$ cat config.mk
export PLATFORM = sky130hd
export DESIGN_NAME = irq_entry_ctrl
export DESIGN_NICKNAME = d
export VERILOG_FILES = /design/src/rtl/irq_entry_pkg.sv /design/src/rtl/irq_edge_encoder.sv /design/src/rtl/irq_num_fifo.sv /design/src/rtl/irq_ctx_seq.sv /design/src/rtl/irq_entry_ctrl.sv
export SDC_FILE = /design/constraint.sdc
export NUM_CORES = 1
export LEC_CHECK = 0
export BUFFER_PORTS_ARGS = -buffer_cell sky130_fd_sc_hd__buf_4
export CAP_MARGIN = 20
export CORE_UTILIZATION = 44
export CTS_CLUSTER_SIZE = 16
export DETAILED_ROUTE_END_ITERATION = 10
export GPL_TIMING_DRIVEN = 0
export HOLD_SLACK_MARGIN = 0.1
export PLACE_DENSITY = 0.87
export SLEW_MARGIN = 15
export SYNTH_ARGS = -nofsm -noshare
export SYNTH_HDL_FRONTEND = slang
export SYNTH_HIERARCHICAL = 1
export SYNTH_SLANG_ARGS = --single-unit
$ cat constraint.sdc
create_clock -name clk -period 3.91 [get_ports clk]
set_input_delay 0.782 -clock clk [delete_from_list [all_inputs] [get_ports clk]]
set_output_delay 0.782 -clock clk [all_outputs]
set_load 0.01 [all_outputs]
$ cat src/rtl/irq_entry_pkg.sv
package irq_entry_pkg;

    typedef enum logic [2:0] {
        ST_IDLE,
        ST_SAVE,
        ST_VEC,
        ST_ISR,
        ST_RESTORE
    } seq_state_e;

endpackage

$ cat src/rtl/irq_edge_encoder.sv
module irq_edge_encoder #(
    parameter int LINES = 8,
    localparam int NUM_W = $clog2(LINES)
) (
    input  logic             clk,
    input  logic             rst_n,
    input  logic [LINES-1:0] req,
    output logic             push_en,
    output logic [NUM_W-1:0] push_num
);

    logic [LINES-1:0] req_d, req_q;
    logic [LINES-1:0] rise;

    always_comb begin
        req_d    = req;
        rise     = req & ~req_q;
        push_en  = |rise;
        push_num = '0;
        // later (higher) lines overwrite lower ones: highest wins
        for (int i = 0; i < LINES; i++) begin
            if (rise[i]) push_num = NUM_W'(i);
        end
    end

    always_ff @(posedge clk) begin
        if (!rst_n) req_q <= '0;
        else        req_q <= req_d;
    end

endmodule

$ cat src/rtl/irq_num_fifo.sv
module irq_num_fifo #(
    parameter int DEPTH = 3,
    parameter int NUM_W = 3,
    localparam int PTR_W = (DEPTH > 1) ? $clog2(DEPTH) : 1,
    localparam int CNT_W = $clog2(DEPTH + 1)
) (
    input  logic             clk,
    input  logic             rst_n,
    input  logic             push,
    input  logic [NUM_W-1:0] push_num,
    input  logic             pop,
    output logic [NUM_W-1:0] head_num,
    output logic             not_empty,
    output logic             overflow
);

    typedef struct packed {
        logic [DEPTH-1:0][NUM_W-1:0] mem;
        logic [PTR_W-1:0]            wr;
        logic [PTR_W-1:0]            rd;
        logic [CNT_W-1:0]            count;
        logic                        ovf;
    } fifo_t;

    fifo_t fq_d, fq_q;
    logic  pop_ok, accept, full;

    function automatic logic [PTR_W-1:0] ptr_next(input logic [PTR_W-1:0] p);
        return (p == PTR_W'(DEPTH - 1)) ? '0 : p + PTR_W'(1);
    endfunction

    always_comb begin
        fq_d   = fq_q;
        full   = (fq_q.count == CNT_W'(DEPTH));
        pop_ok = pop && (fq_q.count != '0);
        accept = push && (!full || pop_ok);
        if (accept) begin
            fq_d.mem[fq_q.wr] = push_num;
            fq_d.wr           = ptr_next(fq_q.wr);
        end
        if (pop_ok) fq_d.rd = ptr_next(fq_q.rd);
        if (accept && !pop_ok)      fq_d.count = fq_q.count + CNT_W'(1);
        else if (!accept && pop_ok) fq_d.count = fq_q.count - CNT_W'(1);
        if (push && !accept) fq_d.ovf = 1'b1;
    end

    always_ff @(posedge clk) begin
        if (!rst_n) fq_q <= '0;
        else        fq_q <= fq_d;
    end

    assign not_empty = (fq_q.count != '0);
    assign head_num  = not_empty ? fq_q.mem[fq_q.rd] : '0;
    assign overflow  = fq_q.ovf;

endmodule

$ cat src/rtl/irq_ctx_seq.sv
module irq_ctx_seq
    import irq_entry_pkg::*;
#(
    parameter int W     = 16,
    parameter int CTX_N = 5,
    parameter int NUM_W = 3,
    localparam int SEL_W = $clog2(CTX_N)
) (
    input  logic               clk,
    input  logic               rst_n,
    input  logic               pending,
    input  logic [NUM_W-1:0]   head_num,
    input  logic               instr_done,
    input  logic               rti,
    input  logic [CTX_N*W-1:0] ctx_words,
    output logic               push_valid,
    output logic [W-1:0]       push_data,
    input  logic               push_ready,
    output logic               pop_req,
    input  logic               pop_ack,
    input  logic [W-1:0]       pop_data,
    output logic               ctx_wr,
    output logic [SEL_W-1:0]   ctx_sel,
    output logic [W-1:0]       ctx_wdata,
    output logic               vec_req,
    output logic [NUM_W-1:0]   vec_num,
    input  logic               vec_ack,
    input  logic [W-1:0]       vec_data,
    output logic               pc_load,
    output logic [W-1:0]       pc_value,
    output logic               fifo_pop,
    output logic               active,
    output logic               bank_alt,
    output logic               cpu_hold
);

    localparam logic [SEL_W-1:0] LAST = SEL_W'(CTX_N - 1);

    typedef struct packed {
        seq_state_e       state;
        logic [SEL_W-1:0] idx;
        logic             active;
        logic             bank;
    } seq_t;

    seq_t sq_d, sq_q;

    always_comb begin
        sq_d       = sq_q;
        push_valid = 1'b0;
        push_data  = '0;
        pop_req    = 1'b0;
        ctx_wr     = 1'b0;
        ctx_sel    = '0;
        ctx_wdata  = '0;
        vec_req    = 1'b0;
        pc_load    = 1'b0;
        pc_value   = '0;
        fifo_pop   = 1'b0;
        unique case (sq_q.state)
            ST_IDLE: begin
                if (instr_done && pending) begin
                    sq_d.state  = ST_SAVE;
                    sq_d.idx    = '0;
                    sq_d.active = 1'b1;
                    sq_d.bank   = 1'b1;
                end
            end
            ST_SAVE: begin
                push_valid = 1'b1;
                push_data  = ctx_words[int'(sq_q.idx)*W +: W];
                if (push_ready) begin
                    if (sq_q.idx == LAST) sq_d.state = ST_VEC;
                    else                  sq_d.idx   = sq_q.idx + SEL_W'(1);
                end
            end
            ST_VEC: begin
                vec_req = 1'b1;
                if (vec_ack) begin
                    pc_load    = 1'b1;
                    pc_value   = vec_data;
                    fifo_pop   = 1'b1;
                    sq_d.state = ST_ISR;
                end
            end
            ST_ISR: begin
                if (rti) begin
                    if (pending) begin
                        sq_d.state = ST_VEC;
                    end else begin
                        sq_d.state = ST_RESTORE;
                        sq_d.idx   = LAST;
                    end
                end
            end
            ST_RESTORE: begin
                pop_req = 1'b1;
                if (pop_ack) begin
                    ctx_wr    = 1'b1;
                    ctx_sel   = sq_q.idx;
                    ctx_wdata = pop_data;
                    if (sq_q.idx == '0) begin
                        sq_d.state  = ST_IDLE;
                        sq_d.active = 1'b0;
                        sq_d.bank   = 1'b0;
                    end else begin
                        sq_d.idx = sq_q.idx - SEL_W'(1);
                    end
                end
            end
            default: sq_d.state = ST_IDLE;
        endcase
    end

    always_ff @(posedge clk) begin
        if (!rst_n) sq_q <= '{state: ST_IDLE, idx: '0, active: 1'b0, bank: 1'b0};
        else        sq_q <= sq_d;
    end

    assign vec_num  = head_num;
    assign active   = sq_q.active;
    assign bank_alt = sq_q.bank;
    assign cpu_hold = (sq_q.state == ST_SAVE) || (sq_q.state == ST_VEC)
                   || (sq_q.state == ST_RESTORE);

endmodule

$ cat src/rtl/irq_entry_ctrl.sv
module irq_entry_ctrl #(
    parameter int LINES      = 8,
    parameter int FIFO_DEPTH = 3,
    parameter int W          = 16,
    parameter int NUM_IDX    = 2,
    parameter int NUM_OFS    = 2
) (
    input  logic                                    clk,
    input  logic                                    rst_n,
    input  logic [LINES-1:0]                        irq_req,
    input  logic                                    instr_done,
    input  logic                                    rti,
    input  logic [W-1:0]                            pc_in,
    input  logic [NUM_IDX*W-1:0]                    idx_in,
    input  logic [NUM_OFS*W-1:0]                    ofs_in,
    output logic                                    push_valid,
    output logic [W-1:0]                            push_data,
    input  logic                                    push_ready,
    output logic                                    pop_req,
    input  logic                                    pop_ack,
    input  logic [W-1:0]                            pop_data,
    output logic                                    ctx_wr,
    output logic [$clog2(NUM_IDX+NUM_OFS+1)-1:0]    ctx_sel,
    output logic [W-1:0]                            ctx_wdata,
    output logic                                    vec_req,
    output logic [$clog2(LINES)-1:0]                vec_num,
    input  logic                                    vec_ack,
    input  logic [W-1:0]                            vec_data,
    output logic                                    pc_load,
    output logic [W-1:0]                            pc_value,
    output logic [$clog2(LINES)-1:0]                flag_irq_num,
    output logic                                    flag_pending,
    output logic                                    flag_active,
    output logic                                    bank_alt,
    output logic                                    flag_overflow,
    output logic                                    cpu_hold
);

    localparam int NUM_W = $clog2(LINES);
    localparam int CTX_N = 1 + NUM_IDX + NUM_OFS;

    logic               enc_push;
    logic [NUM_W-1:0]   enc_num;
    logic               fifo_pop;
    logic [NUM_W-1:0]   head_num;
    logic               pending;
    logic [CTX_N*W-1:0] ctx_words;

    // word 0 = PC, then index registers, then offset registers
    assign ctx_words = {ofs_in, idx_in, pc_in};

    irq_edge_encoder #(.LINES(LINES)) u_enc (
        .clk      (clk),
        .rst_n    (rst_n),
        .req      (irq_req),
        .push_en  (enc_push),
        .push_num (enc_num)
    );

    irq_num_fifo #(.DEPTH(FIFO_DEPTH), .NUM_W(NUM_W)) u_fifo (
        .clk       (clk),
        .rst_n     (rst_n),
        .push      (enc_push),
        .push_num  (enc_num),
        .pop       (fifo_pop),
        .head_num  (head_num),
        .not_empty (pending),
        .overflow  (flag_overflow)
    );

    irq_ctx_seq #(.W(W), .CTX_N(CTX_N), .NUM_W(NUM_W)) u_seq (
        .clk        (clk),
        .rst_n      (rst_n),
        .pending    (pending),
        .head_num   (head_num),
        .instr_done (instr_done),
        .rti        (rti),
        .ctx_words  (ctx_words),
        .push_valid (push_valid),
        .push_data  (push_data),
        .push_ready (push_ready),
        .pop_req    (pop_req),
        .pop_ack    (pop_ack),
        .pop_data   (pop_data),
        .ctx_wr     (ctx_wr),
        .ctx_sel    (ctx_sel),
        .ctx_wdata  (ctx_wdata),
        .vec_req    (vec_req),
        .vec_num    (vec_num),
        .vec_ack    (vec_ack),
        .vec_data   (vec_data),
        .pc_load    (pc_load),
        .pc_value   (pc_value),
        .fifo_pop   (fifo_pop),
        .active     (flag_active),
        .bank_alt   (bank_alt),
        .cpu_hold   (cpu_hold)
    );

    assign flag_irq_num = head_num;
    assign flag_pending = pending;

endmodule

[Word-level counts from Yosys, hierarchy flattened]
Cells that the tools add are included.
Storage, ports and cells
  register bits: 32
  bits of input ports: 127
  output and inout bits: 67
Cells by class
  add/subtract/negate cells: 6
  $lt $le $gt $ge: 3
  equal/unequal tests: 18
  shift-type cells: 1
  muxes and demuxes: 46
  bitwise operators: 2
  reductions and logical operators: 23
Operator list (count)
  16-bit two-way mux: 5
  80-bit by 8-bit indexed part select with 16-bit output: 1
  3-bit two-way mux: 16
  8-bit two-way mux: 2
  3-bit one-hot mux with 5 select lines: 1
  2-bit two-way mux: 7
  2-bit != test (second input constant): 7
  6-bit two-way mux: 2
  3-bit one-hot mux with 4 select lines: 1
  9-bit bitwise mux: 1
  8-bit AND: 1
  1-bit two-way mux: 8
  8-bit NOT: 1
  8-bit AND reduction: 1
  8-bit OR reduction: 1
  1-bit logical AND: 7
  7-bit AND reduction: 1
  2-bit by 1-bit adder with 2-bit output (second input constant): 3
  3-bit binary-select mux with 2-bit select: 1
  3-bit demux with 2-bit select: 1
  2-bit == test (second input constant): 3
  3-bit by 2-bit == test with 1-bit output (second input constant): 2
  3-bit == test (second input constant): 2
  3-bit logical NOT: 2
  other kinds (13): 22

[Longest topological paths before layout]
Gate-level depths: netlist (run 1).
  depth in word-level cells: 10
  mapped depth: 11

[Cells and area by module]
The synthesis (run 1) kept the hierarchy.
By module, submodules not included
  irq_ctx_seq: times used 1, cells each 156, area an instance 1436.4 µm², sequential area each 140.1 µm²
  irq_num_fifo: times used 1, cells each 84, area an instance 745.7 µm², sequential area each 320.3 µm²
  irq_edge_encoder: times used 1, cells each 36, area an instance 354.1 µm², sequential area each 160.2 µm²

[Worst setup path after synthesis (run 1)]
OpenSTA, ideal clock, no wires.
  kind: register to register
  from: register u_seq/sq_q[6] (netlist name)
  to: register u_fifo/fq_q[2] (netlist name)
  library setup time: 70 ps
  arrival: 2535 ps
  required time: 3840 ps
  setup slack: 1305 ps
  cell stages (with the launch flop): 11
  path through: dfxtp_1 buf_2 nor3b_1 clkbuf_1 buf_2 and2_1 and3b_4 and2b_2 ha_1 or3_1 a21oi_1
Between the ends
  cells in the longest elaborated chain, start to end: 8
  elaborated cells between the ends (all ways): 11
  classes of those cells: eq/ne: 1; mux: 2; reduce/logical: 8
Ends and longest elaborated chain
  start, declared: line irq_ctx_seq.sv:46  | seq_t sq_d, sq_q;
  start signal, assigned: line irq_ctx_seq.sv:116  | if (!rst_n) sq_q <= '{state: ST_IDLE, idx: '0, active: 1'b0, bank: 1'b0};
  start signal, assigned: line irq_ctx_seq.sv:117  | else sq_q <= sq_d;
  3-bit by 2-bit == test with 1-bit output (*): line irq_ctx_seq.sv:60  | unique case (sq_q.state)
  1-bit two-way mux (*): line irq_ctx_seq.sv:60
  net fifo_pop: line irq_entry_ctrl.sv:44  | logic fifo_pop;
  1-bit logical AND (*): line irq_num_fifo.sv:35  | pop_ok = pop && (fq_q.count != '0);
  1-bit logical OR (*): line irq_num_fifo.sv:36  | accept = push && (!full || pop_ok);
  1-bit logical AND (*): line irq_num_fifo.sv:36
  net u_fifo.accept: line irq_num_fifo.sv:26  | logic pop_ok, accept, full;
  1-bit logical NOT: line irq_num_fifo.sv:43  | else if (!accept && pop_ok) fq_d.count = fq_q.count - CNT_W'(1);
  1-bit logical AND: line irq_num_fifo.sv:43
  2-bit nonzero test (no line)
  end signal, assigned: line irq_num_fifo.sv:49  | else fq_q <= fq_d;
  end, declared: line irq_num_fifo.sv:25  | fifo_t fq_d, fq_q;
Mark *: on every way through the listed nets, which the timed path passes. The rest lies on a longest branch.
A chain may end at the register's enable or synchronous reset.

[Worst setup path after layout (run 1)]
  from: register u_seq/sq_q[3] (netlist name)
  to: output port push_data[7]
Between the ends
  cells in the longest elaborated chain, start to end: 2
Ends and longest elaborated chain
  80-bit by 8-bit indexed part select with 16-bit output: line irq_ctx_seq.sv:71  | push_data = ctx_words[int'(sq_q.idx)*W +: W];
  16-bit two-way mux: line irq_ctx_seq.sv:60
  end, declared: line irq_entry_ctrl.sv:17  | output logic [W-1:0] push_data,
Every way passes these cells.

==> results of run 1 <==
==> cell usage in the layout (no fill, tap or decap), types with 7 or more instances in the layout <==
cell type  synthesis  final
buf_4              7    200
and3_1            37     37
dfxtp_1           31     31
nand2_1           26     26
mux2i_1           16     16
mux4_2            16     16
a22o_1            16     16
clkbuf_1          13     14
nor2_1             9      9
inv_1              8      8
and2_1             8      8
a21oi_1            7      7
buf_2              7      7
==> flip-flops by register name, summed over array words and instances, names as in the netlist <==
signal / cells
u_fifo/fq_q: 15
u_seq/sq_q: 6
u_enc/req_q: 8
u_fifo/overflow: 1
u_seq/active: 1
==> cell type report <==
type,count,area (µm²),area share [%]
multi-input combinational,206,1730,41.6
timing repair buffer,193,1450,34.9
sequential,31,621,15.0
buffer,30,150,3.62
tap,72,90.1,2.17
clock buffer,6,72.6,1.75
inverter,9,38.8,0.935
==> kinds of logic after synthesis <==
family                     Yosys count
and+or+nand+nor                    118
AOI/OAI and AO/OA                   50
muxes                               32
adders and majority gates            2
xor gates and xnor gates             4
buffers and inverters               39
DFF                                 31
==> worst paths after layout <==
| path | slack (ns) | end | depth (start not counted) |
|---|---|---|---|
| setup / recovery | 0.80 | push_data[7] | 5 |
| hold / removal | 0.46 | u_fifo/fq_q[14]$_SDFFE_PN0P_ | 2 |
| setup reg to reg | 0.93 | u_fifo/fq_q[2]$_SDFFE_PN0P_ | 10 |
| hold reg to reg | 0.46 | u_fifo/fq_q[14]$_SDFFE_PN0P_ | 2 |
==> worst max-delay path: cells and delay by family, from the launching register on <==
| kind | cells | cell delay (ns) |
|---|---|---|
| compound gates | 1 | 0.25 |
| buf+inv | 3 | 1.08 |
| flops | 1 | 0.34 |
| mux | 1 | 0.38 |
==> metrics by stage <==
step	setup slack (ns)	utilization, %	cells
global route	0.641	74.9	547
global placement	1.10	73.6	541
CTS	0.779	74.9	547
detailed placement	0.971	73.6	541
floorplan	1.31	-	276
finish	0.804	74.9	547
==> where the power goes <==
group / internal [mW] / switching (mW)
logic: 0.481 / 0.408
registers: 0.377 / 0.0494
clock network: 0.118 / 0.105
==> routing by layer <==
| metal | track usage, % | up-vias | share of wire, % |
|---|---|---|---|
| met5 | 0 | - | 0 |
| met3 | 9.06 | 19 | 8.3 |
| met4 | 11.1 | 0 | 2.5 |
| met1 | 30.8 | 1370 | 37 |
| li1 | - | 1418 | - |
| met2 | 51.7 | 116 | 52 |
==> impl_metrics.csv, run 1 <==
group,metric,value,unit
synth,synth_commonest_cells,"and3_1, dfxtp_1, nand2_1",
timing,post-route-period-util,79.4,%
finish,fillers,412,
grt,grt_pass1_vias,2825,
finish,layout-drive-gt1-share,52.6,%
synth,yosys.area.top_type,"dfxtp_1",
die,start_util,45.8,%
clocking,cts-resized-gates,0,
clocking,cts_buffer_depth,2,
critical_path,required,3.13,ns
critical_path,r2r_start,"u_seq/sq_q[6]$_SDFFE_PN0P_",
finish,post-route-cell-area,4150,µm²
synth,yosysSeqAreaShare,24.5,%
timing,fmax,0.322,GHz
detailed_routing,drc,0,
clocking,cts-root-buf,"clkbuf_8",
synth,netlist.area_leader.share,24.5,%
finish,diodes,0,
timing,finalSetupTns,0,ns
worst_hold_path,holdCritPathClass,"reg -> reg",
clocking,cts.sink_count,31,
grt,grt_pass1_wl,13500,µm
clocking,cts_hold_buf,0,
timing,hold_viol_final,0,
critical_path,end_kind,"output port",
clocking,clk_pin_slew_worst_paths,0.06,ns
synth,yosys_warnings,6,
synth,synth_compound_area_share,17.1,%
critical_path,path_class,"reg -> out",
job,drv_cap,0,
placement,dpl-instance-area,4080,µm²
power_and_ir_drop,fin_total_pwr,1.54,mW
power_and_ir_drop,power_density,371,nW/µm²
timing,finalClockSkew,0.00367,ns
synth,synth.ff_latch_count,31,
critical_path,worstPathArrival,2.32,ns
detailed_routing,dr.pass1.iters,4,
placement,portBuffers,193,
clocking,cts_setup_buffers,0,
timing,relSlewSlack,62.1,%
detailed_routing,drtIter0Drc,153,
synth,synth_nets,405,
timing,fin_crit,3.11,ns
outcome,status,"finished, final reports clean",
grt,overflow,0,
detailed_routing,drt.antenna.violating_nets,0,
worst_hold_path,min-delay-start,"u_fifo/fq_q[14]$_SDFFE_PN0P_",
detailed_routing,vias_per_cell,5.34,
detailed_routing,drt_wl_total,8740,µm
synth,synth-async-reset-ratio,0,%
critical_path,startpoint,"u_seq/sq_q[3]$_SDFFE_PN0P_",
synth,yosysUniqueCellTypes,63,
finish,final_nets,605,
critical_path,crit_path_top_delay_cell,"buf_1",
placement,dp_hpwl,7180,µm
critical_path,worstPathCellList,"clkbuf_1 > buf_1 > mux4_2 > a22o_1 > buf_4",
critical_path,slowest_delay,0.47,ns
die,die-area,6070,µm²
synth,synth-adder-area-share,1.28,%
clocking,htree_levels,2,
critical_path,worstPathMaxFanout,10,
die,boundaryPins,194,
synth,ys_top_cells_by_area,"dfxtp_1, mux4_2, and3_1",
synth,synth_edf_count,0,
grt,antenna_found_initial,0,
timing,tightest_slew,0.562,ns
grt,grt_max_degree,13,
placement,gp_congestion,0.835,
synth,synthMuxAreaShare,20.5,%
synth,avgSynthCellArea,9.19,µm²
detailed_routing,wl_per_cell,16.0,µm
clocking,clkLatencyLatePin,0.28,ns
finish,area_growth_syn_to_layout,63.5,%
timing,setup-violations-final,0,
synth,synth_area,2540,µm²
power_and_ir_drop,leakagePower,2.07,nW
synth,synth_top_family_by_area,"simple AND/OR/NAND/NOR gates",
timing,rsz0062_at_grt,"no",
critical_path,crit_path_start_kind,"flop",
die,die_x,77.9,µm
power_and_ir_drop,irDropWorstVdd,0.297,mV
detailed_routing,via_count,2923,
clocking,cts_tree,"yes",
grt,grtUsageTotal,28.6,%
synth,synth-xor-area-share,1.38,%
die,row_count,27,
timing,whs,0.460,ns
synth,ys.flop_type,"dfxtp_1",
synth,syn_inst,276,
synth,synth.most_common_cell,"and3_1",
timing,maxSlewViolCount,0,
die,die_h,77.9,µm
synth,synth-simple-area-share,27.8,%
die,core_area,5540,µm²
clocking,cts_buffers,5,
No activity file was read; power rests on OpenSTA's default activity.
==> inputs of run 2 (changes only) <==
- CORE_UTILIZATION: 44 -> 37
- PLACE_DENSITY: 0.87 -> 0.78
- clock period: 3.91 -> 2.7 ns (I/O delays scaled with it)
==> impl_metrics.csv, run 2 (synthesis gave the netlist of run 1 again) <==
group,metric,value,unit
outcome,status,"finished, violations left",
outcome,violations,"DRC",
timing,setup-violations-final,0,
placement,portBuffers,193,
detailed_routing,vias_per_cell,5.31,
power_and_ir_drop,swShare,35.3,%
critical_path,worstPathMaxFanout,10,
critical_path,worstPathArrival,2.82,ns
critical_path,end_kind,"flop",
power_and_ir_drop,intPower,1.53,mW
grt,grt_max_degree,13,
finish,area_growth_syn_to_layout,66.7,%
finish,largestRegisters,"u_fifo/fq_q (15), u_enc/req_q (8), u_seq/sq_q (6)",
die,core_area,6490,µm²
detailed_routing,via_count,2935,
detailed_routing,dr.pass1.iters,7,
die,start_util,39.0,%
die,die_x,84.8,µm
power_and_ir_drop,p_comb_share,55.2,%
worst_hold_path,holdCritPathClass,"reg -> reg",
timing,whs,0.461,ns
detailed_routing,drt.antenna.violating_nets,0,
finish,post-route-cell-area,4230,µm²
grt,grtUsageTotal,25.3,%
finish,max_flop_register,"u_fifo/fq_q",
power_and_ir_drop,irDropWorstVdd,0.545,mV
timing,tightest_slew,0.728,ns
placement,placed_cells,546,
timing,maxSlewViolCount,0,
clocking,cts_buffers,5,
power_and_ir_drop,clock_power_share,18.7,%
finish,fin_cells,553,
finish,fillers,568,
finish,final-seq-area,624,µm²
timing,hold_viol_final,0,
finish,diodes,0,
die,row_count,29,
placement,post-place-ws,-0.227,ns
placement,gp_congestion,0.892,
timing,finalClockSkew,0.00640,ns
detailed_routing,drtIter0Drc,169,
detailed_routing,drc,15,
power_and_ir_drop,power_density,559,nW/µm²
finish,largest_register_ffs,15,
finish,final_common_cell,"buf_4",
grt,grt_pass1_vias,2903,
die,die_h,84.8,µm
clocking,cts-root-buf,"clkbuf_8",
clocking,cts.sink_count,31,
detailed_routing,drt_wl_total,9290,µm
grt,grt_pass1_wl,14200,µm
critical_path,path_class,"reg -> reg",
clocking,cts_tree,"yes",
clocking,clkLatencyLatePin,0.28,ns
timing,setup_ws,0.0799,ns
power_and_ir_drop,leakagePower,2.10,nW
critical_path,crit_path_start_kind,"flop",
power_and_ir_drop,power.net_switching,0.834,mW
grt,antenna_found_initial,0,
timing,relSlewSlack,51.0,%
timing,fin_crit,2.62,ns
placement,dpl-instance-area,4080,µm²
finish,final_nets,605,
power_and_ir_drop,sequentialPowerShare,26.2,%
finish,layout-drive-gt1-share,54.4,%
die,die-area,7190,µm²
timing,post-route-period-util,97.0,%
job,drv_cap,0,
detailed_routing,wl_per_cell,16.8,µm
die,boundaryPins,194,
grt,overflow,0,
finish,multiInputGateArea,1740,µm²
timing,fmax,0.382,GHz
clocking,cts_buffer_depth,2,
finish,mostFrequentLayoutCells,"buf_4, and3_1, dfxtp_1, nand2_1",
critical_path,required,2.90,ns
placement,dp_hpwl,7590,µm
clocking,cts_setup_buffers,0,
clocking,htree_levels,2,
clocking,clk_pin_slew_worst_paths,0.07,ns
finish,final_core_util,65.1,%
run 2: changes by cell type in the layout (fill, tap and decap cells not counted), moves of 2 or more:
cell / change
clkbuf_4: +2
clkbuf_1: -2
buf_2: -4
dfxtp_1: -3
dfxtp_2: +3
buf_4: +3
run 2: what timing repair did:
item	CTS	global route
endpoints found under the setup margin	13	8
resized for setup	9	8
endpoints found under the hold margin	0	0
cloned	0	0
hold buffers	0	0
run 2: cell type report:
cell class | instances | share of cell area, %
inverters | 9 | 0.917
multi-input cells | 206 | 41.3
clock buffers | 6 | 1.72
clock inverters | 1 | 0.710
repair buffers | 193 | 34.3
well taps | 77 | 2.28
plain buffers | 30 | 4.08
flip-flops and latches | 31 | 14.8
run 2: path summary, 6_finish.rpt:
check	slack (ns)	startpoint	end	depth (start not counted)
setup reg to reg	0.08	u_seq/sq_q[6]$_SDFFE_PN0P_	u_fifo/fq_q[2]$_SDFFE_PN0P_	11
hold reg to reg	0.46	u_fifo/fq_q[14]$_SDFFE_PN0P_	u_fifo/fq_q[14]$_SDFFE_PN0P_	2
setup / recovery	0.08	u_seq/sq_q[6]$_SDFFE_PN0P_	u_fifo/fq_q[2]$_SDFFE_PN0P_	11
hold / removal	0.46	u_fifo/fq_q[14]$_SDFFE_PN0P_	u_fifo/fq_q[14]$_SDFFE_PN0P_	2
run 2: worst max-delay path, cell delays in order (launching register included):
cell	delay, ns
dfxtp_2	0.35
buf_6	0.14
nor3b_2	0.16
buf_4	0.16
clkbuf_4	0.17
and2_1	0.18
and3b_4	0.32
and2b_2	0.26
ha_4	0.16
xor2_1	0.14
or3_1	0.32
a21oi_1	0.16
run 2: stage by stage:
stage,TNS (ns),total power [mW]
final,0,2.36
after global routing,-0.000929,2.50
after CTS,0,2.35
after detailed placement,-0.293,1.89
after global placement,-0.152,1.87
after floorplan,0,1.39
run 2: layer usage:
metal,up-vias,global-route usage (%),share of wire [%]
met4,0,7.40,1.6
met5,-,0,0
met1,1392,28.9,39
met2,115,46.9,52
met3,12,5.70,7.3
li1,1416,-,-
run 2: power groups by stage:
stage                     clock [mW]  sequential, mW  combinational, mW
after floorplan                    0           0.611              0.779
after global placement             0           0.621               1.25
after detailed placement           0           0.623               1.27
after CTS                      0.446           0.617               1.29
after global routing           0.469           0.631               1.40
final                          0.441           0.619               1.30
==> inputs of run 3 (changes only) <==
- ABC_AREA: not set -> 1
- CORE_UTILIZATION: 37 -> 38
- PLACE_DENSITY: 0.78 -> not set
- PLACE_DENSITY_LB_ADDON: not set -> 0.2
- REMOVE_ABC_BUFFERS: not set -> 1
==> impl_metrics.csv, run 3 <==
group,metric,value,unit
timing,post-route-period-util,92.8,%
critical_path,worstPathArrival,1.97,ns
synth,synth_commonest_cells,"nand2_1, nor2_1, inv_1",
grt,grt_util_met3,5.02,%
synth,yosys_warnings,6,
synth,synth_compound_area_share,8.79,%
finish,mostFrequentLayoutCells,"buf_4, nand2_1, nor2_1, inv_1, nand3_1",
timing,finalSetupTns,0,ns
timing,relSlewSlack,51.7,%
grt,overflow,0,
power_and_ir_drop,intPower,1.50,mW
placement,dpl-instance-area,4200,µm²
synth,avgSynthCellArea,5.45,µm²
placement,gp_congestion,0.856,
synth,synthMuxAreaShare,0,%
finish,layout-drive-gt1-share,34.0,%
timing,rsz0062_at_grt,"no",
finish,post-route-cell-area,4330,µm²
clocking,htree_levels,2,
die,start_util,40.2,%
detailed_routing,via_count,3699,
placement,portBuffers,193,
synth,synth-adder-area-share,1.17,%
grt,grtUsageTotal,23.3,%
synth,syn_inst,509,
placement,dp_hpwl,7410,µm
detailed_routing,drt_wl_total,9570,µm
power_and_ir_drop,swShare,46.6,%
grt,grt_pass1_wl,14000,µm
finish,largestRegisters,"u_fifo/fq_q (15), u_enc/req_q (8), u_seq/sq_q (6)",
finish,final_core_util,62.6,%
timing,finalClockSkew,0.00517,ns
detailed_routing,drt.antenna.violating_nets,0,
die,die-area,7650,µm²
synth,synth_top_family_by_area,"simple AND/OR/NAND/NOR gates",
clocking,cts_buffers,5,
grt,grt-busiest-layer,"met2",
clocking,clkLatencyLatePin,0.28,ns
synth,yosysSeqAreaShare,22.4,%
outcome,status,"finished, final reports clean",
power_and_ir_drop,p_comb_share,61.9,%
synth,synth.most_common_cell,"nand2_1",
critical_path,worstPathMaxFanout,17,
critical_path,path_class,"reg -> out",
grt,groute.layer.met1.usage,24.8,%
finish,fillers,694,
grt,antenna_found_initial,0,
synth,synth-async-reset-ratio,0,%
detailed_routing,drtIter0Drc,161,
finish,final_common_cell,"buf_4",
die,die_h,87.5,µm
timing,setup-violations-final,0,
job,drv_cap,0,
grt,grt_max_degree,38,
timing,maxSlewViolCount,0,
synth,yosysUniqueCellTypes,29,
detailed_routing,vias_per_cell,4.74,
power_and_ir_drop,power_density,649,nW/µm²
die,boundaryPins,194,
power_and_ir_drop,sequentialPowerShare,25.6,%
placement,post-place-ws,-0.379,ns
synth,synth_edf_count,0,
synth,synth-xor-area-share,0.315,%
finish,final_nets,813,
clocking,cts.sink_count,31,
synth,yosys.area.top_type,"nand2_1",
power_and_ir_drop,leakagePower,2.45,nW
clocking,cts_buffer_depth,2,
critical_path,required,2.16,ns
detailed_routing,dr.pass1.iters,4,
clocking,cts_tree,"yes",
timing,fin_crit,2.51,ns
finish,max_flop_register,"u_fifo/fq_q",
finish,multiInputGateArea,1740,µm²
synth,netlist.area_leader.share,25.8,%
worst_hold_path,holdCritPathClass,"in -> reg",
detailed_routing,wl_per_cell,12.3,µm
finish,diodes,0,
synth,synth_area,2780,µm²
power_and_ir_drop,clock_power_share,12.5,%
clocking,cts-root-buf,"clkbuf_8",
timing,setup_ws,0.195,ns
critical_path,crit_path_start_kind,"flop",
timing,tightest_slew,0.723,ns
die,row_count,30,
synth,synth-simple-area-share,52.4,%
timing,hold_viol_final,0,
power_and_ir_drop,fin_total_pwr,2.81,mW
timing,fmax,0.399,GHz
finish,area_growth_syn_to_layout,55.8,%
detailed_routing,drc,0,
die,core_area,6910,µm²
synth,synth.ff_latch_count,31,
finish,final-seq-area,626,µm²
synth,ys.flop_type,"dfxtp_1",
grt,grt_pass1_vias,3110,
power_and_ir_drop,irDropWorstVdd,0.347,mV
finish,largest_register_ffs,15,
critical_path,end_kind,"output port",
grt,met2_usage,44.4,%
die,die_x,87.5,µm
synth,ys_top_cells_by_area,"nand2_1, dfxtp_1, nor2_1",
clocking,clk_pin_slew_worst_paths,0.06,ns
power_and_ir_drop,power.net_switching,1.31,mW
## run 3: cell families after synthesis
| kind of cell | Yosys count |
|---|---|
| and+or+nand+nor | 342 |
| adders and majority gates | 2 |
| DFF | 31 |
| xor gates and xnor gates | 1 |
| AOI/OAI and AO/OA | 32 |
| buffers and inverters | 101 |
## run 3: through the flow
stage               cells  hold WS (ns)
finish                781         0.448
CTS                   778         0.438
detailed placement    769         0.457
floorplan             480         0.457
global route          781         0.432
global placement      769         0.444
## run 3: power groups by stage
| stage | clock [mW] | sequential, mW | combinational, mW |
|---|---|---|---|
| finish | 0.351 | 0.718 | 1.74 |
| global route | 0.386 | 0.732 | 1.94 |
| CTS | 0.364 | 0.712 | 1.72 |
| detailed placement | 0 | 0.713 | 1.71 |
| global placement | 0 | 0.711 | 1.67 |
| floorplan | 0 | 0.683 | 1.06 |
## run 3: what timing repair did
item	4_1_cts	5_1_grt
gates cloned	1	0
setup buffers	0	3
setup endpoints to repair	18	16
hold buffers	0	0
resized for setup	5	1
endpoints found under the hold margin	0	0
## run 3: path summary, 6_finish.rpt
path | slack (ns) | cells past startpoint | startpoint | endpoint
worst max-delay path | 0.19 | 4 | u_seq/sq_q[3]$_SDFFE_PN0P_ | push_data[3]
worst min-delay path | 0.45 | 3 | irq_req[7] | u_enc/req_q[7]$_SDFF_PN0_
worst max register to register | 0.36 | 14 | u_seq/sq_q[5]$_SDFFE_PN0P_ | u_fifo/fq_q[2]$_SDFFE_PN0P_
worst min register to register | 0.46 | 2 | u_fifo/overflow$_SDFFE_PN0P_ | u_fifo/overflow$_SDFFE_PN0P_
## run 3: metal layers
layer  up-vias  wire (µm)
li1       1926          -
met1      1623       3790
met2       131       4880
met3        19        660
met4         0        239
met5         -          0
## run 3: cell type report
class | instances | share of cell area [%]
Timing Repair Buffer | 196 | 34.0
Clock inverter | 2 | 0.289
Sequential cell | 31 | 14.5
Clock buffer | 6 | 1.68
Inverter | 72 | 6.45
Tap cell | 96 | 2.78
Multi-Input combinational cell | 377 | 40.2
Timing Repair inverter | 1 | 0.116
## run 3: critical path, cell delays in order (launching register included)
cell,delay [ns]
dfxtp_2,0.59
clkinvlp_2,0.56
nand3_1,0.24
a32o_1,0.18
buf_4,0.12
